<file path="src/rtl/mw_eeprom_pkg.sv">
package mw_eeprom_pkg;

    typedef enum logic [2:0] {
        S_IDLE,
        S_OPC,
        S_ADDR,
        S_DATA,
        S_READ,
        S_DONE
    } mw_state_e;

    typedef enum logic [1:0] {
        PK_WORD_ERASE,
        PK_WORD_WRITE,
        PK_ALL_ERASE,
        PK_ALL_WRITE
    } prog_kind_e;

    localparam logic [1:0] OPC_EXT   = 2'b00;
    localparam logic [1:0] OPC_WRITE = 2'b01;
    localparam logic [1:0] OPC_READ  = 2'b10;
    localparam logic [1:0] OPC_ERASE = 2'b11;

    localparam logic [1:0] EXT_DIS   = 2'b00;
    localparam logic [1:0] EXT_WRALL = 2'b01;
    localparam logic [1:0] EXT_ERALL = 2'b10;
    localparam logic [1:0] EXT_EN    = 2'b11;

endpackage

</file>
<file path="src/rtl/mw_pin_sync.sv">
module mw_pin_sync #(
    parameter int STAGES = 2
) (
    input  logic clk,
    input  logic rst_n,
    input  logic cs,
    input  logic sclk,
    input  logic sdi,
    output logic cs_s,
    output logic sdi_s,
    output logic sclk_rise
);
    logic [2:0] stage_q [STAGES];
    logic       sclk_d;

    always_ff @(posedge clk or negedge rst_n) begin
        if (!rst_n) begin
            for (int i = 0; i < STAGES; i++) stage_q[i] <= '0;
            sclk_d <= 1'b0;
        end else begin
            stage_q[0] <= {cs, sclk, sdi};
            for (int i = 1; i < STAGES; i++) stage_q[i] <= stage_q[i-1];
            sclk_d <= stage_q[STAGES-1][1];
        end
    end

    assign cs_s      = stage_q[STAGES-1][2];
    assign sdi_s     = stage_q[STAGES-1][0];
    assign sclk_rise = stage_q[STAGES-1][1] & ~sclk_d;

    // a serial clock rise is reported as a single-cycle event
    p_rise_single_r1: assert property (@(posedge clk) disable iff (!rst_n)
        sclk_rise |=> !sclk_rise);

endmodule

</file>
<file path="src/rtl/mw_prog_timer.sv">
module mw_prog_timer import mw_eeprom_pkg::*; #(
    parameter int T_WORD = 200,
    parameter int T_ERAL = 300,
    parameter int T_WRAL = 400
) (
    input  logic       clk,
    input  logic       rst_n,
    input  logic       go,
    input  prog_kind_e kind,
    output logic       busy
);
    localparam int LMAX12 = (T_WORD > T_ERAL) ? T_WORD : T_ERAL;
    localparam int LMAX   = (LMAX12 > T_WRAL) ? LMAX12 : T_WRAL;
    localparam int CNT_W  = $clog2(LMAX + 1);

    logic [CNT_W-1:0] cnt_q;
    logic [CNT_W-1:0] len;

    always_comb begin
        unique case (kind)
            PK_WORD_ERASE,
            PK_WORD_WRITE: len = CNT_W'(T_WORD);
            PK_ALL_ERASE:  len = CNT_W'(T_ERAL);
            PK_ALL_WRITE:  len = CNT_W'(T_WRAL);
            default:       len = CNT_W'(T_WORD);
        endcase
    end

    always_ff @(posedge clk or negedge rst_n) begin
        if (!rst_n)            cnt_q <= '0;
        else if (go)           cnt_q <= len;
        else if (cnt_q != '0)  cnt_q <= cnt_q - 1'b1;
    end

    assign busy = (cnt_q != '0);

    // a started program operation is busy in the following cycle
    p_busy_after_go_r9: assert property (@(posedge clk) disable iff (!rst_n)
        go |=> busy);

    // the busy count only runs down while no new start arrives
    p_busy_countdown_r9: assert property (@(posedge clk) disable iff (!rst_n)
        (busy && !go) |=> (cnt_q == $past(cnt_q) - 1'b1));

endmodule

</file>
<file path="src/rtl/mw_word_store.sv">
module mw_word_store import mw_eeprom_pkg::*; #(
    parameter int ADDR_W = 6,
    parameter int DATA_W = 16
) (
    input  logic              clk,
    input  logic              rst_n,
    input  logic              we,
    input  prog_kind_e        kind,
    input  logic [ADDR_W-1:0] addr,
    input  logic [DATA_W-1:0] wdata,
    input  logic [ADDR_W-1:0] raddr,
    output logic [DATA_W-1:0] rdata
);
    localparam int DEPTH = 1 << ADDR_W;

    logic [DATA_W-1:0] words [DEPTH];
    logic              all_sel;
    logic              erase_sel;

    assign all_sel   = (kind == PK_ALL_ERASE) || (kind == PK_ALL_WRITE);
    assign erase_sel = (kind == PK_ALL_ERASE) || (kind == PK_WORD_ERASE);

    for (genvar i = 0; i < DEPTH; i++) begin : g_word
        logic [DATA_W-1:0] word_q;
        always_ff @(posedge clk or negedge rst_n) begin
            if (!rst_n) begin
                word_q <= '1;
            end else if (we && (all_sel || addr == ADDR_W'(i))) begin
                word_q <= erase_sel ? '1 : wdata;
            end
        end
        assign words[i] = word_q;
    end

    assign rdata = words[raddr];

    // a single-word erase leaves the addressed word all ones
    p_word_erased_r7: assert property (@(posedge clk) disable iff (!rst_n)
        (we && kind == PK_WORD_ERASE) |=> (words[$past(addr)] == '1));

    // a write-all lands its data in word zero as in every other word
    p_all_written_r8: assert property (@(posedge clk) disable iff (!rst_n)
        (we && kind == PK_ALL_WRITE) |=> (words[0] == $past(wdata)));

endmodule

</file>
<file path="src/rtl/mw_cmd_fsm.sv">
module mw_cmd_fsm import mw_eeprom_pkg::*; #(
    parameter int ADDR_W = 6,
    parameter int DATA_W = 16
) (
    input  logic              clk,
    input  logic              rst_n,
    input  logic              cs_s,
    input  logic              sdi_s,
    input  logic              sclk_rise,
    input  logic              busy,
    input  logic [DATA_W-1:0] rdata,
    output logic [ADDR_W-1:0] raddr,
    output logic              prog_go,
    output prog_kind_e        prog_kind,
    output logic [ADDR_W-1:0] prog_addr,
    output logic [DATA_W-1:0] prog_data,
    output logic              sdo,
    output logic              sdo_oe
);
    localparam int CNT_W = $clog2(DATA_W + ADDR_W);
    localparam int IDX_W = $clog2(DATA_W);

    mw_state_e         state, state_d;
    logic [CNT_W-1:0]  cnt_q;
    logic [1:0]        op_q;
    logic [ADDR_W-1:0] addr_sr, addr_q, rd_addr;
    logic [DATA_W-1:0] data_sr, data_q;
    logic              rd_bit, wr_en, arm;
    logic              edge_ok, last_addr, last_data, go_d, start_ok;
    logic [ADDR_W-1:0] addr_full;
    logic [DATA_W-1:0] data_full;
    logic [1:0]        top2;
    logic [IDX_W-1:0]  bit_idx;
    prog_kind_e        kind_d;

    assign edge_ok   = cs_s & sclk_rise;
    assign addr_full = {addr_sr[ADDR_W-2:0], sdi_s};
    assign data_full = {data_sr[DATA_W-2:0], sdi_s};
    assign top2      = addr_full[ADDR_W-1 -: 2];
    assign last_addr = edge_ok && state == S_ADDR && cnt_q == CNT_W'(ADDR_W - 1);
    assign last_data = edge_ok && state == S_DATA && cnt_q == CNT_W'(DATA_W - 1);
    assign start_ok  = edge_ok && state == S_IDLE && sdi_s && !busy;
    assign bit_idx   = IDX_W'(DATA_W - 1) - IDX_W'(cnt_q);

    // Next-state decode
    always_comb begin
        state_d = state;
        if (!cs_s) begin
            state_d = S_IDLE;
        end else if (sclk_rise) begin
            unique case (state)
                S_IDLE: if (sdi_s && !busy) state_d = S_OPC;
                S_OPC:  if (cnt_q == CNT_W'(1)) state_d = S_ADDR;
                S_ADDR: if (cnt_q == CNT_W'(ADDR_W - 1)) begin
                    unique case (op_q)
                        OPC_READ:  state_d = S_READ;
                        OPC_WRITE: state_d = S_DATA;
                        OPC_ERASE: state_d = S_DONE;
                        default:   state_d = (top2 == EXT_WRALL) ? S_DATA : S_DONE;
                    endcase
                end
                S_DATA: if (cnt_q == CNT_W'(DATA_W - 1)) state_d = S_DONE;
                S_READ: state_d = S_READ;
                S_DONE: state_d = S_DONE;
                default: state_d = S_IDLE;
            endcase
        end
    end

    // Program request decode
    always_comb begin
        go_d   = 1'b0;
        kind_d = PK_WORD_ERASE;
        if (last_addr) begin
            if (op_q == OPC_ERASE) begin
                go_d   = wr_en;
                kind_d = PK_WORD_ERASE;
            end else if (op_q == OPC_EXT && top2 == EXT_ERALL) begin
                go_d   = wr_en;
                kind_d = PK_ALL_ERASE;
            end
        end else if (last_data) begin
            go_d   = wr_en;
            kind_d = (op_q == OPC_WRITE) ? PK_WORD_WRITE : PK_ALL_WRITE;
        end
    end

    // State register
    always_ff @(posedge clk or negedge rst_n) begin
        if (!rst_n) state <= S_IDLE;
        else        state <= state_d;
    end

    // Datapath and output registers
    always_ff @(posedge clk or negedge rst_n) begin
        if (!rst_n) begin
            cnt_q     <= '0;
            op_q      <= '0;
            addr_sr   <= '0;
            addr_q    <= '0;
            data_sr   <= '0;
            data_q    <= '0;
            rd_addr   <= '0;
            rd_bit    <= 1'b0;
            wr_en     <= 1'b0;
            arm       <= 1'b0;
            prog_go   <= 1'b0;
            prog_kind <= PK_WORD_ERASE;
        end else begin
            prog_go   <= go_d;
            prog_kind <= kind_d;
            if (state_d != state) begin
                cnt_q <= '0;
            end else if (edge_ok) begin
                cnt_q <= (state == S_READ && cnt_q == CNT_W'(DATA_W - 1)) ? '0 : cnt_q + 1'b1;
            end
            if (edge_ok && state == S_OPC)  op_q    <= {op_q[0], sdi_s};
            if (edge_ok && state == S_ADDR) addr_sr <= addr_full;
            if (edge_ok && state == S_DATA) data_sr <= data_full;
            if (last_addr) addr_q <= addr_full;
            if (last_data) data_q <= data_full;
            if (last_addr && op_q == OPC_EXT) begin
                if (top2 == EXT_EN)  wr_en <= 1'b1;
                if (top2 == EXT_DIS) wr_en <= 1'b0;
            end
            if (last_addr && op_q == OPC_READ) begin
                rd_bit  <= 1'b0;
                rd_addr <= addr_full;
            end else if (edge_ok && state == S_READ) begin
                rd_bit <= rdata[bit_idx];
                if (cnt_q == CNT_W'(DATA_W - 1)) rd_addr <= rd_addr + 1'b1;
            end
            if (go_d)          arm <= 1'b1;
            else if (start_ok) arm <= 1'b0;
        end
    end

    assign raddr     = rd_addr;
    assign prog_addr = addr_q;
    assign prog_data = data_q;

    // Output decode
    always_comb begin
        sdo_oe = cs_s && (state == S_READ || (state == S_IDLE && arm));
        sdo    = (state == S_READ) ? rd_bit : !busy;
    end

    logic in_read;
    assign in_read = (state == S_READ);

    // the first bit after entering the read state is the zero prefix
    p_dummy_zero_r3: assert property (@(posedge clk) disable iff (!rst_n)
        $rose(in_read) |-> !sdo);

    // a program operation is only requested while programming is enabled
    p_go_enabled_r5: assert property (@(posedge clk) disable iff (!rst_n)
        prog_go |-> wr_en);

    // no program operation is requested during a busy period
    p_go_idle_r11: assert property (@(posedge clk) disable iff (!rst_n)
        prog_go |-> !busy);

    // a low chip select leaves the engine idle one cycle later
    p_cs_reset_r10: assert property (@(posedge clk) disable iff (!rst_n)
        !cs_s |=> (state == S_IDLE));

endmodule

</file>
<file path="src/rtl/mw_eeprom_emu.sv">
module mw_eeprom_emu import mw_eeprom_pkg::*; #(
    parameter int ADDR_W      = 6,
    parameter int DATA_W      = 16,
    parameter int SYNC_STAGES = 2,
    parameter int T_WORD      = 200,
    parameter int T_ERAL      = 300,
    parameter int T_WRAL      = 400
) (
    input  logic clk,
    input  logic rst_n,
    input  logic cs,
    input  logic sclk,
    input  logic sdi,
    output logic sdo,
    output logic sdo_oe
);
    logic              cs_s, sdi_s, sclk_rise, busy, prog_go;
    prog_kind_e        prog_kind;
    logic [ADDR_W-1:0] raddr, prog_addr;
    logic [DATA_W-1:0] rdata, prog_data;

    mw_pin_sync #(.STAGES(SYNC_STAGES)) u_sync (
        .clk(clk), .rst_n(rst_n), .cs(cs), .sclk(sclk), .sdi(sdi),
        .cs_s(cs_s), .sdi_s(sdi_s), .sclk_rise(sclk_rise)
    );

    mw_cmd_fsm #(.ADDR_W(ADDR_W), .DATA_W(DATA_W)) u_fsm (
        .clk(clk), .rst_n(rst_n), .cs_s(cs_s), .sdi_s(sdi_s),
        .sclk_rise(sclk_rise), .busy(busy), .rdata(rdata), .raddr(raddr),
        .prog_go(prog_go), .prog_kind(prog_kind), .prog_addr(prog_addr),
        .prog_data(prog_data), .sdo(sdo), .sdo_oe(sdo_oe)
    );

    mw_word_store #(.ADDR_W(ADDR_W), .DATA_W(DATA_W)) u_store (
        .clk(clk), .rst_n(rst_n), .we(prog_go), .kind(prog_kind),
        .addr(prog_addr), .wdata(prog_data), .raddr(raddr), .rdata(rdata)
    );

    mw_prog_timer #(.T_WORD(T_WORD), .T_ERAL(T_ERAL), .T_WRAL(T_WRAL)) u_timer (
        .clk(clk), .rst_n(rst_n), .go(prog_go), .kind(prog_kind), .busy(busy)
    );

endmodule

</file>
<file path="config.mk">
export PLATFORM = sky130hd
export DESIGN_NAME = mw_eeprom_emu
export DESIGN_NICKNAME = d
export VERILOG_FILES = /design/src/rtl/mw_eeprom_pkg.sv /design/src/rtl/mw_pin_sync.sv /design/src/rtl/mw_prog_timer.sv /design/src/rtl/mw_word_store.sv /design/src/rtl/mw_cmd_fsm.sv /design/src/rtl/mw_eeprom_emu.sv
export SDC_FILE = /design/constraint.sdc
export NUM_CORES = 2
export LEC_CHECK = 0
export ABC_AREA = 1
export BUFFER_PORTS_ARGS = -buffer_cell sky130_fd_sc_hd__buf_2
export CORE_MARGIN = 2
export CORE_UTILIZATION = 38
export CTS_CLUSTER_DIAMETER = 80
export DETAILED_ROUTE_END_ITERATION = 8
export PLACE_DENSITY = 0.6
export SYNTH_ARGS = -nofsm -noshare
export SYNTH_HDL_FRONTEND = slang
export SYNTH_HIERARCHICAL = 1
export SYNTH_SLANG_ARGS = --single-unit
export TNS_END_PERCENT = 30
</file>
<file path="constraint.sdc">
create_clock -name clk -period 3.4 [get_ports clk]
set_input_delay 0.85 -clock clk [delete_from_list [all_inputs] [get_ports clk]]
set_output_delay 0.85 -clock clk [all_outputs]
set_load 0.05 [all_outputs]
</file>
==> results.yml <==
final_layout:
  mostFrequentLayoutCells: "sky130_fd_sc_hd__nand2_1, sky130_fd_sc_hd__dfstp_2, sky130_fd_sc_hd__o21ai_0, sky130_fd_sc_hd__nand3_1, sky130_fd_sc_hd__buf_4"
  design_area_um2: 58090
  utilization_after_layout_pct: 42.78
  area_overhead_of_the_layout_relative_to_synthesis_pct: 11.53
  fraction_of_layout_instances_using_a_drive_strength_above_1_pct: 23.43
  total_of_fill_cells_in_the_finished_design: 13600
  finalNetCount: 6186
  layout_commonest_cell: "sky130_fd_sc_hd__nand2_1"
logic_synthesis:
  ys_seq_area_share_pct: 55.50
  synth_top_area_share_pct: 51.65
  number_of_enable_flip_flop_cells_after_synthesis: 0
  library_cell_with_the_largest_summed_area_after_synthesis: "sky130_fd_sc_hd__dfstp_2"
  ys_ff_latch: 1104
  postSynth.asyncResetShare_pct: 100.0
  post_synth_inst_count: 6397
  netlist_area_before_placement_um2: 52090
  synth_ff_type: "sky130_fd_sc_hd__dfstp_2"
  post_synth.cell_area_avg_um2: 8.143
  synth.distinct_cells: 44
  synth.net_count: 6409
  yosys_warnings: 6
  largest_cells_by_area_after_synthesis: "sky130_fd_sc_hd__dfstp_2, sky130_fd_sc_hd__nand2_1, sky130_fd_sc_hd__o21ai_0"
hold_path:
  hp-class: "input pin to asynchronous set/reset pin"
cts:
  clockBufferDepth: 3
  clock_sink_count: 1104
  post-cts-setup-buffers: 0
  htreeDepth: 3
  tritoncts_clock_tree: "built"
  hold_buffer_count_at_cts: 0
  clkSlewWorstSetupHoldPaths_ns: 0.07
  clk_root_buffer_cell: "sky130_fd_sc_hd__clkbuf_16"
  clk_latency_ns: 0.75
  tritoncts.num_buffers: 115
floorplan:
  floorplan.die_area_um2: 140100
  die_height_um: 374.2
  floorplan.die.width_um: 374.2
  initial_utilization_pct: 38.36
  number_of_core_rows: 135
  core_box_area_um2: 135800
  top_level_ports: 7
global_routing:
  grt_start_max_net_pins: 115
  number_of_global_route_vias_before_repair: 41170
  grt_first_pass_wirelength_um: 250600
  grt_antenna_before_repair: 2
  globalRouteTotalUtil_pct: 22.61
  grt_remaining_overflow: 0
route:
  initialDrtViolationCount: 4244
  avgRoutedWirePerCell_um: 19.79
  detailedRoute.firstPassIterationCount: 7
  detail_route.wirelength_um: 159400
  postRouteAntennaNets: 0
  met3_length_um: 10250
  wl_met1_um: 72690
  detailroute.wirelength.met2_um: 72390
  viasPerCell: 5.368
  route.vias.total: 43220
  top_layer_used: "met4"
  drc_errors: 0
sta:
  min_cycle_time_layout_ns: 3.217
  setup_viol: 0
  fin_crit_sh_pct: 94.61
  total_neg_setup_slack_ns: 0
  worst_slew_margin_rel_pct: 27.54
  drv_slew: 0
  fin_skew_ns: 0.02878
  fin_ws_ns: 0.1833
  rsz0062_at_grt: "no"
  timing_worst_slew_pin_value_ns: 1.084
  hold_violations: 0
  worst_hold_slack_ns: 0.1009
  maxClockFrequency_mhz: 310.9
worst_setup_path:
  timing.critical_path.from_type: "flip-flop"
  crit_arrival_ns: 3.89
  worst_path_largest_cell_delay_ns: 0.58
  timing.critical_path.mode_cell: "sky130_fd_sc_hd__nand3_1"
  crit_path_cell_trace: "inv_16, buf_4, buf_4, nand2_1, nand3_1, nand3_1, nand2_1, nand2_1, nand3_1, nand3_1, nand2_1, nand2_1, nand3_1, nand3_1, nand3_1, nand3b_1, a21oi_1"
  worstSetupEndpointType: "flip-flop"
  worst_ep_required_time_ns: 4.07
  setup.worst_path.class: "flip-flop to flip-flop"
  critical_path_peak_fanout: 56
  setup.reg_to_reg.worst_slack_ns: 0.18
  worst_path_max_delay_cell: "sky130_fd_sc_hd__dfrtp_4"
placement:
  numPortBuffers: 6
  detailed_place_hpwl_um: 93240
  dpl_worst_slack_ns: 0.2937
  post_dp_cell_area_um2: 54090
  finalWeightedCongestion: 0.9722
run:
  maxCapViolCount: 0
status:
  status: "finished clean"
pwr:
  pwr_density_cell_nw_per_um2: 464.3
  p_leak_nw: 21.91
  ir_worst_vdd_mv: 0.4090
-- cells by family after synthesis --
logic type | synth area share (%)
AND/OR/NAND/NOR | 27.60
AO/OA/AOI/OAI | 11.37
flip-flops | 55.50
buffers and inverters | 5.292
adder cells (fa/ha/maj) | 0.1681
XOR/XNOR | 0.06727
-- worst max-delay path, delay by kind of cell, from the launching register on --
kind	cells	cell delay, ns
compound gates	1	0.15
buf+inv	3	0.91
flops	1	0.58
simple gates	13	1.42
-- routing by layer --
layer / vias up / track usage, %
li1: 20500 / -
met1: 21130 / 32.13
met2: 1347 / 35.61
met3: 253 / 3.912
met4: 0 / 5.980
met5: - / 0
-- timing repair --
item,CTS,global route
gates cloned,0,0
setup endpoints to repair,1,1
resized for setup,1,2
-- power breakdown --
group	total, mW	internal [mW]	switching, mW
Sequential	13.2	13.2	0.0194
Clock	13.3	7.86	5.43
Combinational	0.434	0.0946	0.339
-- cell usage after synthesis, types with 2 or more instances --
master,n
sky130_fd_sc_hd__a21oi_1,10
sky130_fd_sc_hd__a31oi_1,2
sky130_fd_sc_hd__buf_1,26
sky130_fd_sc_hd__buf_2,301
sky130_fd_sc_hd__buf_4,7
sky130_fd_sc_hd__clkbuf_1,178
sky130_fd_sc_hd__clkbuf_2,24
sky130_fd_sc_hd__dfrtp_1,80
sky130_fd_sc_hd__dfstp_2,1024
sky130_fd_sc_hd__ha_1,7
sky130_fd_sc_hd__inv_1,66
sky130_fd_sc_hd__inv_2,11
sky130_fd_sc_hd__nand2_1,2528
sky130_fd_sc_hd__nand2_2,2
sky130_fd_sc_hd__nand3_1,890
sky130_fd_sc_hd__nand3_2,2
sky130_fd_sc_hd__nand3_4,3
sky130_fd_sc_hd__nand4_1,3
sky130_fd_sc_hd__nor2_1,48
sky130_fd_sc_hd__nor2_2,5
sky130_fd_sc_hd__nor2_4,6
sky130_fd_sc_hd__nor3_1,2
sky130_fd_sc_hd__o21ai_0,1023
sky130_fd_sc_hd__o21ai_1,123
sky130_fd_sc_hd__o21ai_2,2
sky130_fd_sc_hd__o221ai_1,4
sky130_fd_sc_hd__xnor2_1,2
sky130_fd_sc_hd__xor2_1,2
-- area by class of cell --
| cell class | instances | area [um2] | area share [%] |
|---|---|---|---|
| Sequential cell | 1104 | 28920 | 49.79 |
| Multi-Input combinational cell | 4677 | 20540 | 35.37 |
| Clock buffer | 171 | 3431 | 5.906 |
| Tap cell | 1781 | 2228 | 3.836 |
| Timing Repair Buffer | 197 | 2077 | 3.575 |
| Clock inverter | 42 | 563.0 | 0.9692 |
| Inverter | 79 | 324.1 | 0.5578 |
| Antenna cell | 1 | 2.502 | 0.004308 |
-- sequential cells by signal, summed over array words and instances (netlist names), 2 cells and up --
name                   flops
u_timer/cnt_q              9
u_fsm/prog_data           16
u_fsm/raddr                6
u_fsm/prog_kind            2
u_store/g_word.word_q   1024
u_fsm/prog_addr            6
u_fsm/data_sr             15
u_fsm/addr_sr              5
u_fsm/state                3
u_sync/stage_q             4
u_fsm/op_q                 2
u_fsm/cnt_q                5
-- stage by stage --
step           power (mW)  instances
6_report            26.97       8052
5_1_grt             27.86       8051
4_1_cts             27.28       8051
3_5_place_dp        13.88       7838
3_3_place_gp        13.88       7838
2_1_floorplan       13.49       6397
-- worst paths after layout --
kind / startpoint / end / cells after the start
min in group clk: sclk / u_sync/stage_q[4] / 1
max in group asynchronous: rst_n / u_store/g_word[2].word_q[6] / 3
worst max-delay path: u_fsm/raddr[0] / u_fsm/rd_bit / 17
worst max register to register: u_fsm/raddr[0] / u_fsm/rd_bit / 17
worst min register to register: u_sync/stage_q[3] / u_sync/sdi_s / 0
worst min-delay path: rst_n / u_fsm/prog_addr[1] / 1
Power figures use the tool's default switching activity.
